### src/rtl/bom_pkg.sv
`timescale 1ns/1ps
package bom_pkg;
  localparam int BEAT_PIX     = 2;
  localparam int COMP_PER_PIX = 3;
  localparam int NUM_BARS     = 8;
  localparam int BAR_IDX_W    = 3;

  localparam logic [1:0] ADDR_ENABLE = 2'd0;
  localparam logic [1:0] ADDR_OFFSET = 2'd1;
  localparam logic [1:0] ADDR_SIZE   = 2'd2;

  // Layer settings held in beat units horizontally, lines vertically
  typedef struct packed {
    logic        en;
    logic [14:0] xBeat;
    logic [15:0] yLine;
    logic [14:0] wBeat;
    logic [15:0] hLine;
  } layer_cfg_t;

  // Strobes from control to datapath for the current output beat
  typedef struct packed {
    logic                 layerOn;
    logic                 inLayer;
    logic                 sof;
    logic                 eol;
    logic                 last;
    logic [BAR_IDX_W-1:0] bar;
  } strobe_t;
endpackage

### src/rtl/bom_ctrl.sv
`timescale 1ns/1ps
module bom_ctrl
  import bom_pkg::*;
#(
  parameter int FRAME_W = 3840,
  parameter int FRAME_H = 2160
) (
  input  logic        clk,
  input  logic        rstN,
  input  logic        cfgWe,
  input  logic [1:0]  cfgAddr,
  input  logic [31:0] cfgWdata,
  input  logic        beatTaken,
  output strobe_t     stb
);
  localparam int LINE_BEATS = FRAME_W / BEAT_PIX;
  localparam int BAR_BEATS  = LINE_BEATS / NUM_BARS;
  localparam int BXW = (LINE_BEATS > 1) ? $clog2(LINE_BEATS) : 1;
  localparam int BYW = (FRAME_H > 1) ? $clog2(FRAME_H) : 1;
  localparam int BCW = (BAR_BEATS > 1) ? $clog2(BAR_BEATS) : 1;
  localparam logic [BXW-1:0] LAST_BX = BXW'(LINE_BEATS - 1);
  localparam logic [BYW-1:0] LAST_BY = BYW'(FRAME_H - 1);
  localparam logic [BCW-1:0] LAST_BC = BCW'(BAR_BEATS - 1);
  localparam layer_cfg_t CFG_RESET = '{
    en: 1'b0, xBeat: 15'd0, yLine: 16'd0,
    wBeat: 15'(LINE_BEATS), hLine: 16'(FRAME_H)};

  layer_cfg_t shadowCfg, activeCfg;
  logic [BXW-1:0] bx;
  logic [BYW-1:0] by;
  logic [BCW-1:0] barCnt;
  logic [BAR_IDX_W-1:0] barIdx;
  logic atEol, atBottom, frameEnd, inRect;
  logic [16:0] bxExt, byExt, xEnd, yEnd;

  // Register file written by software, visible only after a frame end
  always_ff @(posedge clk or negedge rstN) begin
    if (!rstN) begin
      shadowCfg <= CFG_RESET;
    end else if (cfgWe) begin
      case (cfgAddr)
        ADDR_ENABLE: shadowCfg.en <= cfgWdata[0];
        ADDR_OFFSET: begin
          shadowCfg.xBeat <= cfgWdata[15:1];
          shadowCfg.yLine <= cfgWdata[31:16];
        end
        ADDR_SIZE: begin
          shadowCfg.wBeat <= cfgWdata[15:1];
          shadowCfg.hLine <= cfgWdata[31:16];
        end
        default: ;
      endcase
    end
  end

  assign atEol    = (bx == LAST_BX);
  assign atBottom = (by == LAST_BY);
  assign frameEnd = beatTaken && atEol && atBottom;

  always_ff @(posedge clk or negedge rstN) begin
    if (!rstN)         activeCfg <= CFG_RESET;
    else if (frameEnd) activeCfg <= shadowCfg;
  end

  // Raster position and bar tracking
  always_ff @(posedge clk or negedge rstN) begin
    if (!rstN) begin
      bx     <= '0;
      by     <= '0;
      barCnt <= '0;
      barIdx <= '0;
    end else if (beatTaken) begin
      if (atEol) begin
        bx     <= '0;
        barCnt <= '0;
        barIdx <= '0;
        by     <= atBottom ? '0 : by + 1'b1;
      end else begin
        bx <= bx + 1'b1;
        if (barCnt == LAST_BC) begin
          barCnt <= '0;
          barIdx <= barIdx + 1'b1;
        end else begin
          barCnt <= barCnt + 1'b1;
        end
      end
    end
  end

  assign bxExt = 17'(bx);
  assign byExt = 17'(by);
  assign xEnd  = 17'(activeCfg.xBeat) + 17'(activeCfg.wBeat);
  assign yEnd  = 17'(activeCfg.yLine) + 17'(activeCfg.hLine);
  assign inRect = activeCfg.en &&
                  (bxExt >= 17'(activeCfg.xBeat)) && (bxExt < xEnd) &&
                  (byExt >= 17'(activeCfg.yLine)) && (byExt < yEnd);

  always_comb begin
    stb.layerOn = activeCfg.en;
    stb.inLayer = inRect;
    stb.sof     = (bx == '0) && (by == '0);
    stb.eol     = atEol;
    stb.last    = atEol && atBottom;
    stb.bar     = barIdx;
  end

  // settings in use only change when a frame's last beat is accepted
  a_r4_cfg_frozen: assert property (@(posedge clk) disable iff (!rstN)
    !frameEnd |=> $stable(activeCfg));
endmodule

### src/rtl/bom_dp.sv
`timescale 1ns/1ps
module bom_dp
  import bom_pkg::*;
#(
  parameter int COMP_W = 10
) (
  input  logic                                    clk,
  input  logic                                    rstN,
  input  strobe_t                                 stb,
  input  logic [BEAT_PIX*COMP_PER_PIX*COMP_W-1:0] inData,
  input  logic                                    inValid,
  input  logic                                    inSof,
  input  logic                                    inEol,
  output logic                                    inReady,
  output logic [BEAT_PIX*COMP_PER_PIX*COMP_W-1:0] outData,
  output logic                                    outValid,
  input  logic                                    outReady,
  output logic                                    outSof,
  output logic                                    outEol,
  output logic                                    beatTaken
);
  localparam int PIX_W  = COMP_PER_PIX * COMP_W;
  localparam int BEAT_W = BEAT_PIX * PIX_W;
  localparam int NCOMP  = BEAT_PIX * COMP_PER_PIX;

  logic synced, rowDone;
  logic needIn, dropBeat, takeIn;
  logic [PIX_W-1:0]  barPix;
  logic [BEAT_W-1:0] barBeat;

  assign needIn    = stb.inLayer && !rowDone;
  assign dropBeat  = needIn && !synced && inValid && !inSof;
  assign outValid  = !needIn || (inValid && !dropBeat);
  assign inReady   = needIn && (dropBeat || outReady);
  assign beatTaken = outValid && outReady;
  assign takeIn    = needIn && inValid && inReady && !dropBeat;
  assign outSof    = stb.sof;
  assign outEol    = stb.eol;

  // Frame sync: cleared at frame end, set by the first placed input beat
  always_ff @(posedge clk or negedge rstN) begin
    if (!rstN)                        synced <= 1'b0;
    else if (beatTaken && stb.last)   synced <= 1'b0;
    else if (takeIn)                  synced <= 1'b1;
  end

  // Short input line: rest of the layer row is background
  always_ff @(posedge clk or negedge rstN) begin
    if (!rstN)                        rowDone <= 1'b0;
    else if (beatTaken && stb.eol)    rowDone <= 1'b0;
    else if (takeIn && inEol)         rowDone <= 1'b1;
  end

  // Bar colour: red off for bars 2,3,6,7; green off for 4..7; blue off for odd
  assign barPix = {{COMP_W{~stb.bar[1]}}, {COMP_W{~stb.bar[2]}}, {COMP_W{~stb.bar[0]}}};

  for (genvar p = 0; p < BEAT_PIX; p++) begin : g_pix
    assign barBeat[p*PIX_W +: PIX_W] = barPix;
  end

  assign outData = needIn ? inData : barBeat;

  // no input is taken while the layer is off
  a_r5_off_no_ready: assert property (@(posedge clk) disable iff (!rstN)
    !stb.layerOn |-> !inReady);

  // a placed input beat travels with an accepted output beat
  a_r11_in_with_out: assert property (@(posedge clk) disable iff (!rstN)
    (inValid && inReady && outValid) |-> outReady);

  // only beats without a start marker are dropped, and only before sync
  a_r8_drop_only_unsynced: assert property (@(posedge clk) disable iff (!rstN)
    (inValid && inReady && !outValid) |-> (!inSof && !synced));

  // missing input inside the rectangle stalls the output
  a_r7_stall: assert property (@(posedge clk) disable iff (!rstN)
    (stb.inLayer && !rowDone && !inValid) |-> !outValid);

  // line and frame markers hold while the output is back-pressured
  a_r1_hold_markers: assert property (@(posedge clk) disable iff (!rstN)
    (outValid && !outReady) |=> ($stable(outSof) && $stable(outEol)));

  // background components are full scale or zero
  for (genvar c = 0; c < NCOMP; c++) begin : g_lvl
    a_r2_bar_levels: assert property (@(posedge clk) disable iff (!rstN)
      (outValid && !needIn) |->
        ((outData[c*COMP_W +: COMP_W] == '0) || (outData[c*COMP_W +: COMP_W] == '1)));
  end
endmodule

### src/rtl/bar_overlay_mixer.sv
`timescale 1ns/1ps
module bar_overlay_mixer
  import bom_pkg::*;
#(
  parameter int FRAME_W = 3840,
  parameter int FRAME_H = 2160,
  parameter int COMP_W  = 10
) (
  input  logic                                    clk,
  input  logic                                    rstN,
  input  logic                                    cfgWe,
  input  logic [1:0]                              cfgAddr,
  input  logic [31:0]                             cfgWdata,
  input  logic [BEAT_PIX*COMP_PER_PIX*COMP_W-1:0] inData,
  input  logic                                    inValid,
  input  logic                                    inSof,
  input  logic                                    inEol,
  output logic                                    inReady,
  output logic [BEAT_PIX*COMP_PER_PIX*COMP_W-1:0] outData,
  output logic                                    outValid,
  input  logic                                    outReady,
  output logic                                    outSof,
  output logic                                    outEol
);
  strobe_t stb;
  logic    beatTaken;

  bom_ctrl #(.FRAME_W(FRAME_W), .FRAME_H(FRAME_H)) u_ctrl (
    .clk(clk), .rstN(rstN), .cfgWe(cfgWe), .cfgAddr(cfgAddr),
    .cfgWdata(cfgWdata), .beatTaken(beatTaken), .stb(stb));

  bom_dp #(.COMP_W(COMP_W)) u_dp (
    .clk(clk), .rstN(rstN), .stb(stb),
    .inData(inData), .inValid(inValid), .inSof(inSof), .inEol(inEol),
    .inReady(inReady), .outData(outData), .outValid(outValid),
    .outReady(outReady), .outSof(outSof), .outEol(outEol),
    .beatTaken(beatTaken));
endmodule

### config.mk
export PLATFORM = sky130hd
export DESIGN_NAME = bar_overlay_mixer
export DESIGN_NICKNAME = d
export VERILOG_FILES = /design/src/rtl/bom_pkg.sv /design/src/rtl/bom_ctrl.sv /design/src/rtl/bom_dp.sv /design/src/rtl/bar_overlay_mixer.sv
export SDC_FILE = /design/constraint.sdc
export NUM_CORES = 1
export LEC_CHECK = 0
export ABC_CLOCK_PERIOD_IN_PS = 8100
export BUFFER_PORTS_ARGS = -buffer_cell sky130_fd_sc_hd__buf_2
export CORE_MARGIN = 2
export CORE_UTILIZATION = 52
export DETAILED_ROUTE_END_ITERATION = 10
export GPL_ROUTABILITY_DRIVEN = 0
export PLACE_DENSITY = 0.75
export SLEW_MARGIN = 20
export SYNTH_ARGS = -nofsm -noshare
export SYNTH_HDL_FRONTEND = slang
export SYNTH_HIERARCHICAL = 1
export SYNTH_SLANG_ARGS = --single-unit
export TNS_END_PERCENT = 1
### constraint.sdc
create_clock -name clk -period 8.1 [get_ports clk]
set_clock_uncertainty 0.2 [all_clocks]
set_input_delay 0.81 -clock clk [delete_from_list [all_inputs] [get_ports clk]]
set_output_delay 0.81 -clock clk [all_outputs]
set_load 0.02 [all_outputs]
==> results of run 1 <==
## worst max path at each step
stage	to	cells past startpoint	start	slack, ns
after floorplan	u_ctrl/by[11]	31	u_ctrl/activeCfg[31]	2.17
after global placement	inReady	21	u_ctrl/activeCfg[31]	1.51
after detailed placement	inReady	19	u_ctrl/activeCfg[31]	1.18
after CTS	inReady	19	u_ctrl/activeCfg[31]	0.66
after global routing	inReady	19	u_ctrl/activeCfg[0]	0.06
final	inReady	19	u_ctrl/activeCfg[31]	0.67
## stage by stage
stage / worst slack, ns / utilization
2_1_floorplan: 2.17 / -
3_3_place_gp: 1.51 / 0.577
3_5_place_dp: 1.18 / 0.577
4_1_cts: 0.660 / 0.609
5_1_grt: 0.0592 / 0.609
6_report: 0.672 / 0.609
## state kept, by name (all words and copies together), names as in the netlist
| signal | count |
|---|---|
| u_ctrl/shadowCfg | 63 |
| u_ctrl/activeCfg | 62 |
| u_ctrl/by | 12 |
| u_ctrl/bx | 11 |
| u_ctrl/barCnt | 8 |
| u_ctrl/barIdx | 3 |
| u_ctrl/stb | 1 |
| u_dp/rowDone | 1 |
| u_dp/synced | 1 |
## report_power, final
group	total [W]	internal, W	switching, W
clock network	0.000820	0.000493	0.000326
registers	0.000971	0.000899	0.0000720
logic	0.000184	0.000102	0.0000810
total	0.00197	0.00150	0.000479
## routing by layer
metal	vias up	GRT usage
met2	221	0.393
met5	-	0
met4	0	0.0705
met1	3753	0.298
li1	3891	-
met3	31	0.0421
## critical path: stages (launching register included)
cell and delay [ns]:
dfrtp_1 0.40, ha_1 0.23, fa_1 0.46, a211o_1 0.32, a2111oi_0 0.54, nor3b_1 0.10, nor2_1 0.18, o21bai_1 0.08
a21oi_1 0.17, xor2_1 0.17, ha_1 0.25, a2111oi_0 0.33, o21ai_0 0.18, o311ai_0 0.44, a2111oi_0 0.18, nor4_2 0.35
nor2b_4 0.77, buf_4 0.48, o21a_1 0.18, buf_2 0.16
## final cells by class
| cell class | count | share of cell area |
|---|---|---|
| multi-input cells | 772 | 0.472 |
| flip-flops and latches | 162 | 0.358 |
| inverters | 40 | 0.0132 |
| clock inverters | 12 | 0.0135 |
| repair buffers | 173 | 0.0786 |
| clock buffers | 20 | 0.0392 |
| well taps | 234 | 0.0257 |
==> impl_metrics.py, run 1 <==
metrics = {
    "clocking": {
        "path_clk_slew_ns": 0.06,
        "post-cts-setup-buffers": 0,
        "cts_buffer_depth": 2,
        "cts_root_buf": "clkbuf_16",
        "cts_buffers": 17,
        "cts_max_level": 4,
        "cts_hold_buf": 0,
        "cts.sinks": 162,
        "worst_skew_pair.late_latency_ns": 0.43,
        "cts_tree": "built",
        "ctsResizeCount": 0,
    },
    "min_path": {
        "hold_class": "in2async",
    },
    "setup_path": {
        "r2r_start": "u_ctrl/activeCfg[31]",
        "cp.arrival_ns": 6.42,
        "rr_worst_depth": 26,
        "required_ns": 7.09,
        "cp_max_fo": 32,
        "criticalPathCategory": "reg2out",
        "r2r_setup_slack_ns": 1.19,
        "r2r-end": "u_ctrl/by[11]",
        "startpoint_type": "flop",
        "endpoint_kind": "output port",
    },
    "drt": {
        "post_drt_wl_per_cell_um": 16.1,
        "dr.pass1.iters": 5,
        "top_layer_used": "met4",
        "drt-met1-wl_um": 10300,
        "routed-wl-met2_um": 10900,
        "drt_iter0_markers": 439,
        "wl_met3_um": 1210,
        "drc_errors": 0,
        "vias": 7896,
        "antenna_left": 0,
        "detail_route.vias_per_cell": 5.59,
        "routed_wl_um": 22800,
    },
    "placed_design": {
        "port_buffers": 164,
        "hpwl_um": 16300,
        "place_area_mm2": 0.0108,
        "post-place-cells": 1381,
    },
    "sta": {
        "slew_headroom": 0.325,
        "tns_ns": 0,
        "fmax_ghz": 0.135,
        "tightest_slew_ns": 1.01,
        "layout_worst_path_cycle_share": 0.917,
        "hold_ws_ns": 0.229,
        "rsz0062_at_grt": "no",
        "hold_viol": 0,
        "maxSlewViolCount": 0,
        "finalSetupViolations": 0,
        "min_period_ns": 7.43,
    },
    "synthesis": {
        "synth_cells": 1029,
        "synth_nets": 1213,
        "syn_area_mm2": 0.00993,
        "ys_warn_count": 6,
        "avgSynthCellArea_um2": 9.65,
    },
    "cells_and_area": {
        "finalNetCount": 1350,
        "layout_common_cells": "186 x nand2_1, 163 x buf_2, 146 x dfrtp_1",
        "seqCellArea_mm2": 0.00407,
        "fillers": 1567,
        "area_growth_pct": 14.7,
        "fin_area_mm2": 0.0114,
        "n_antenna_cell": 0,
        "layout.cells.non_filler": 1413,
        "post_route_cells_drive_above_1_share": 0.264,
        "final_common_cell": "nand2_1",
        "multi_input_area_mm2": 0.00538,
    },
    "global_routing": {
        "grt_pass1_wl_um": 37400,
        "grt_max_degree": 92,
        "grt_remaining_overflow": 0,
        "antenna_found_initial": 0,
        "grt_pass1_vias": 7586,
        "track_usage": 0.230,
    },
    "die": {
        "initial_core_util": 0.531,
        "num_io_pins": 165,
        "die_w_um": 142,
        "die_area_mm2": 0.0202,
        "fp-row-count": 50,
        "die_y_um": 142,
        "coreArea_mm2": 0.0187,
    },
    "status": {
        "status": "finished, final reports clean",
    },
    "power_and_ir_drop": {
        "p_leak_nw": 5.56,
        "p_per_area_mw_per_mm2": 173,
        "power_w": 0.00197,
        "peakVddDrop_mv": 0.151,
    },
    "run": {
        "maxCapViolations": 0,
    },
}
No activity file was read; power rests on OpenSTA's default activity.
==> run 2, diff against run 1 <==
--- a/config.mk
+++ b/config.mk
@@ -5,6 +5,7 @@
 export SDC_FILE = /design/constraint.sdc
 export NUM_CORES = 1
 export LEC_CHECK = 0
+export ABC_AREA = 1
 export ABC_CLOCK_PERIOD_IN_PS = 8100
 export BUFFER_PORTS_ARGS = -buffer_cell sky130_fd_sc_hd__buf_2
 export CORE_MARGIN = 2
==> impl_metrics.py, run 2 <==
metrics = {
    "sta": {
        "hold_viol": 0,
        "maxSlewViolCount": 0,
        "setup_slack_ns": 2.02,
        "layout_worst_path_cycle_share": 0.751,
        "tightest_slew_ns": 0.770,
        "hold_ws_ns": 0.204,
        "finalSetupViolations": 0,
        "slew_headroom": 0.487,
        "rsz0062_at_grt": "no",
        "fmax_ghz": 0.164,
        "tns_ns": 0,
        "min_period_ns": 6.08,
    },
    "die": {
        "die_w_um": 142,
        "initial_core_util": 0.530,
        "die_y_um": 142,
        "fp-row-count": 50,
        "die_area_mm2": 0.0202,
        "num_io_pins": 165,
        "coreArea_mm2": 0.0187,
    },
    "cells_and_area": {
        "fillers": 1651,
        "largest_register": "u_ctrl/shadowCfg",
        "fin_area_mm2": 0.0114,
        "layout_common_cells": "493 x nand2_1, 163 x buf_2, 148 x inv_1",
        "largest_reg_flops": 63,
        "n_antenna_cell": 0,
        "top_regs": "u_ctrl/shadowCfg (63), u_ctrl/activeCfg (62), u_ctrl/by (12)",
        "final_common_cell": "nand2_1",
        "post_route_cells_drive_above_1_share": 0.160,
        "area_growth_pct": 15.2,
        "finalNetCount": 1642,
    },
    "drt": {
        "dr.pass1.iters": 5,
        "detail_route.vias_per_cell": 5.18,
        "drt_iter0_markers": 745,
        "routed_wl_um": 22700,
        "antenna_left": 0,
        "drc_errors": 0,
        "vias": 8839,
        "post_drt_wl_per_cell_um": 13.3,
    },
    "power_and_ir_drop": {
        "p_per_area_mw_per_mm2": 176,
        "p_int_w": 0.00147,
        "power_frac_seq": 0.484,
        "netSwitchingFraction": 0.269,
        "p_clk_frac": 0.413,
        "p_comb_frac": 0.104,
        "power.switching_w": 0.000542,
        "p_leak_nw": 6.11,
        "peakVddDrop_mv": 0.162,
    },
    "setup_path": {
        "r2r_setup_slack_ns": 2.02,
        "cp_common_cell": "nand2_1",
        "critPathCapture": "u_ctrl/activeCfg[38]",
        "startpoint": "u_ctrl/activeCfg[31]",
        "cp.arrival_ns": 6.23,
        "criticalPathCategory": "reg2reg",
        "endpoint_kind": "flop",
        "cp_max_fo": 48,
        "critPathSlowestCell": "and2_1",
        "rr_worst_depth": 33,
        "r2r-end": "u_ctrl/activeCfg[38]",
        "required_ns": 8.25,
        "slowest_delay_ns": 0.43,
        "startpoint_type": "flop",
        "r2r_start": "u_ctrl/activeCfg[31]",
    },
    "global_routing": {
        "grt_remaining_overflow": 0,
        "track_usage": 0.232,
        "grt_max_degree": 89,
        "antenna_found_initial": 0,
        "grt_pass1_vias": 8110,
        "grt_pass1_wl_um": 37800,
    },
    "synthesis": {
        "avgSynthCellArea_um2": 7.53,
        "syn_area_mm2": 0.00992,
        "ys_warn_count": 6,
        "synth_cells": 1317,
        "synth_nets": 1501,
    },
    "clocking": {
        "path_clk_slew_ns": 0.07,
        "ctsResizeCount": 0,
        "post-cts-setup-buffers": 0,
        "cts_max_level": 4,
        "cts.sinks": 162,
        "cts_buffer_depth": 2,
        "cts_hold_buf": 0,
        "cts_buffers": 17,
        "worst_skew_pair.late_latency_ns": 0.43,
        "cts_root_buf": "clkbuf_16",
        "cts_tree": "built",
    },
    "placed_design": {
        "post-place-ws_ns": 2.09,
        "port_buffers": 164,
        "place_area_mm2": 0.0108,
        "hpwl_um": 16700,
    },
    "run": {
        "maxCapViolations": 0,
    },
    "min_path": {
        "hold_class": "in2async",
    },
    "status": {
        "status": "finished, final reports clean",
    },
}
-- run 2: cell count changes in the layout (fill, tap and decap cells not counted), sizes merged, moves of 13 or more --
cell	before	now
nor2	36	67
nand2	186	493
inv	42	154
a21oi	28	58
mux2	63	0
a21o	17	4
nand3	22	58
nand3b	62	0
-- run 2: worst min path at each step --
stage / from / endpoint / slack (ns) / depth (start not counted)
after floorplan: u_ctrl/barIdx[2] / u_ctrl/barIdx[2] / 0.23 / 1
after global placement: u_ctrl/shadowCfg[25] / u_ctrl/activeCfg[25] / 0.25 / 2
after detailed placement: u_ctrl/shadowCfg[28] / u_ctrl/activeCfg[28] / 0.25 / 2
after CTS: rstN / u_ctrl/shadowCfg[38] / 0.23 / 1
after global routing: rstN / u_ctrl/by[10] / 0.25 / 1
final: rstN / u_ctrl/by[6] / 0.20 / 1
-- run 2: routing by layer --
metal	vias to the layer above	GRT usage	wire (um)
met5	-	0	0
met1	4076	0.319	10800
met2	263	0.381	10500
met3	28	0.0404	1120
met4	0	0.0616	322
li1	4472	-	-
-- run 2: layout make-up --
type | count | area [um^2] | area share
clock buffer | 20 | 467 | 0.0408
clock inverter | 12 | 146 | 0.0128
inverter | 149 | 559 | 0.0489
multi-input combinational | 959 | 5020 | 0.439
sequential | 162 | 4070 | 0.357
tap | 234 | 293 | 0.0256
timing repair buffer | 169 | 868 | 0.0760
-- run 2: critical path, delay by kind of cell, from the launching register on --
family,cells,cell delay (ns)
flip-flops,1,0.41
buffers and inverters,4,1.21
XOR/XNOR,1,0.17
AND/OR/NAND/NOR,22,2.68
AO/OA/AOI/OAI,3,0.37
adder cells (fa/ha/maj),3,0.94
-- run 2: power by group through the flow --
stage	sequential (W)	clock, W	combinational (W)
after detailed placement	0.000987	0	0.000207
final	0.000974	0.000831	0.000209
after global placement	0.000986	0	0.000199
after CTS	0.000973	0.000844	0.000210
after floorplan	0.000958	0	0.000147
after global routing	0.000987	0.000886	0.000246
-- run 2: through the flow --
step,util,total power (W),cells
after floorplan,-,0.00111,1317
after global placement,0.577,0.00118,1673
after detailed placement,0.577,0.00119,1673
after CTS,0.610,0.00203,1705
after global routing,0.611,0.00212,1705
final,0.611,0.00201,1705
==> run 3, diff against run 2 <==
--- a/config.mk
+++ b/config.mk
@@ -6,7 +6,7 @@
 export NUM_CORES = 1
 export LEC_CHECK = 0
 export ABC_AREA = 1
-export ABC_CLOCK_PERIOD_IN_PS = 8100
+export ABC_CLOCK_PERIOD_IN_PS = 6100
 export BUFFER_PORTS_ARGS = -buffer_cell sky130_fd_sc_hd__buf_2
 export CORE_MARGIN = 2
 export CORE_UTILIZATION = 52
==> constraint.sdc (replaced) <==
create_clock -name clk -period 6.1 [get_ports clk]
set_clock_uncertainty 0.2 [all_clocks]
set_input_delay 0.61 -clock clk [delete_from_list [all_inputs] [get_ports clk]]
set_output_delay 0.61 -clock clk [all_outputs]
set_load 0.02 [all_outputs]
==> impl_metrics.py, run 3 (synthesis gave the netlist of run 2 again) <==
metrics = {
    "setup_path": {
        "path_delay_family": "simple AND/OR/NAND/NOR gates",
        "startpoint_type": "flop",
        "criticalPathCategory": "reg2out",
        "endpoint_kind": "output port",
        "required_ns": 5.29,
        "slowest_delay_ns": 0.47,
        "critPathBufInv": 3,
        "cp_max_fo": 64,
        "cp.arrival_ns": 4.63,
        "cp_common_cell": "nand2_1",
        "critPathSlowestCell": "buf_4",
    },
    "placed_design": {
        "port_buffers": 164,
        "hpwl_um": 16600,
        "place_area_mm2": 0.0108,
    },
    "power_and_ir_drop": {
        "p_per_area_mw_per_mm2": 233,
        "power_w": 0.00267,
        "p_leak_nw": 6.12,
        "peakVddDrop_mv": 0.199,
    },
    "clocking": {
        "post-cts-setup-buffers": 0,
        "cts.sinks": 162,
        "cts_max_level": 4,
        "ctsResizeCount": 0,
        "path_clk_slew_ns": 0.06,
        "cts_root_buf": "clkbuf_16",
        "cts_tree": "built",
        "cts_buffer_depth": 2,
        "worst_skew_pair.late_latency_ns": 0.43,
        "cts_hold_buf": 0,
        "cts_buffers": 17,
    },
    "global_routing": {
        "grt_max_degree": 102,
        "grt_remaining_overflow": 0,
        "grt_pass1_vias": 7981,
        "track_usage": 0.230,
        "grt_pass1_wl_um": 37800,
        "antenna_found_initial": 0,
    },
    "sta": {
        "min_period_ns": 5.44,
        "maxSlewViolCount": 0,
        "tightest_slew_ns": 0.949,
        "rsz0062_at_grt": "no",
        "finalSetupViolations": 0,
        "fmax_ghz": 0.184,
        "hold_viol": 0,
        "tns_ns": 0,
        "slew_headroom": 0.367,
        "layout_worst_path_cycle_share": 0.893,
        "hold_ws_ns": 0.0800,
    },
    "cells_and_area": {
        "fin_area_mm2": 0.0114,
        "final_common_cell": "nand2_1",
        "largest_reg_flops": 63,
        "top_regs": "u_ctrl/shadowCfg (63), u_ctrl/activeCfg (62), u_ctrl/by (12)",
        "largest_register": "u_ctrl/shadowCfg",
        "area_growth_pct": 15.4,
        "finalNetCount": 1644,
        "layout_common_cells": "493 x nand2_1, 163 x buf_2, 148 x inv_1",
        "n_antenna_cell": 0,
        "finish.utilization": 0.612,
        "post_route_cells_drive_above_1_share": 0.161,
    },
    "die": {
        "die_y_um": 142,
        "num_io_pins": 165,
        "die_w_um": 142,
        "initial_core_util": 0.530,
        "die_area_mm2": 0.0202,
        "coreArea_mm2": 0.0187,
        "fp-row-count": 50,
    },
    "status": {
        "status": "finished, final reports clean",
    },
    "drt": {
        "antenna_left": 0,
        "detail_route.vias_per_cell": 5.11,
        "vias": 8715,
        "dr.pass1.iters": 5,
        "routed_wl_um": 22500,
        "drc_errors": 0,
        "drt_iter0_markers": 597,
        "post_drt_wl_per_cell_um": 13.2,
    },
    "min_path": {
        "hold_class": "in2async",
    },
    "run": {
        "maxCapViolations": 0,
    },
}
==> run 3: cell count changes in the layout (fill, tap and decap cells not counted), sizes merged <==
cell	change
inv	+7
clkbuf	-2
clkinvlp	-2
clkinv	-3
buf	+2
==> run 3: layout make-up <==
type,count,area [um^2]
Fill cell,1681,7260
Multi-Input combinational cell,959,5020
Sequential cell,162,4070
Timing Repair Buffer,171,892
Inverter,149,559
Clock buffer,18,429
Tap cell,234,293
Clock inverter,14,178
==> run 3: worst register-to-register path: cells and delay by family, from the launching register on <==
kind / cells / cell delay [ns]
and+or+nand+nor: 21 / 1.95
adders and majority gates: 3 / 0.91
AOI/OAI and AO/OA: 3 / 0.45
xor gates and xnor gates: 1 / 0.15
DFF: 1 / 0.40
buffers and inverters: 6 / 1.19
==> run 3: power by group <==
group / switching, W / internal, W
Combinational: 0.000159 / 0.000118
Clock: 0.000473 / 0.000627
Sequential: 0.000104 / 0.00119
==> run 3: routing by layer <==
metal,share of wire,GRT usage
met5,0,0
met4,0.015,0.0705
met2,0.46,0.369
met1,0.49,0.326
met3,0.040,0.0333
==> run 3: final timing paths <==
check	start	end	slack, ns	cells after the start
min in group clk	cfgWdata[27]	u_ctrl/shadowCfg[11]	0.21	3
hold / removal	rstN	u_ctrl/shadowCfg[39]	0.08	1
setup reg to reg	u_ctrl/activeCfg[31]	u_ctrl/activeCfg[34]	0.73	34
setup / recovery	u_ctrl/activeCfg[31]	outData[3]	0.66	25
max in group asynchronous	rstN	u_ctrl/activeCfg[34]	4.36	2
hold reg to reg	u_ctrl/shadowCfg[11]	u_ctrl/activeCfg[11]	0.26	2
==> run 3: metrics by stage <==
stage / worst slack [ns] / instances
after floorplan: 1.54 / 1317
after global placement: 1.00 / 1675
after detailed placement: 0.743 / 1675
after CTS: 0.615 / 1707
after global routing: 0.187 / 1707
final: 0.655 / 1707
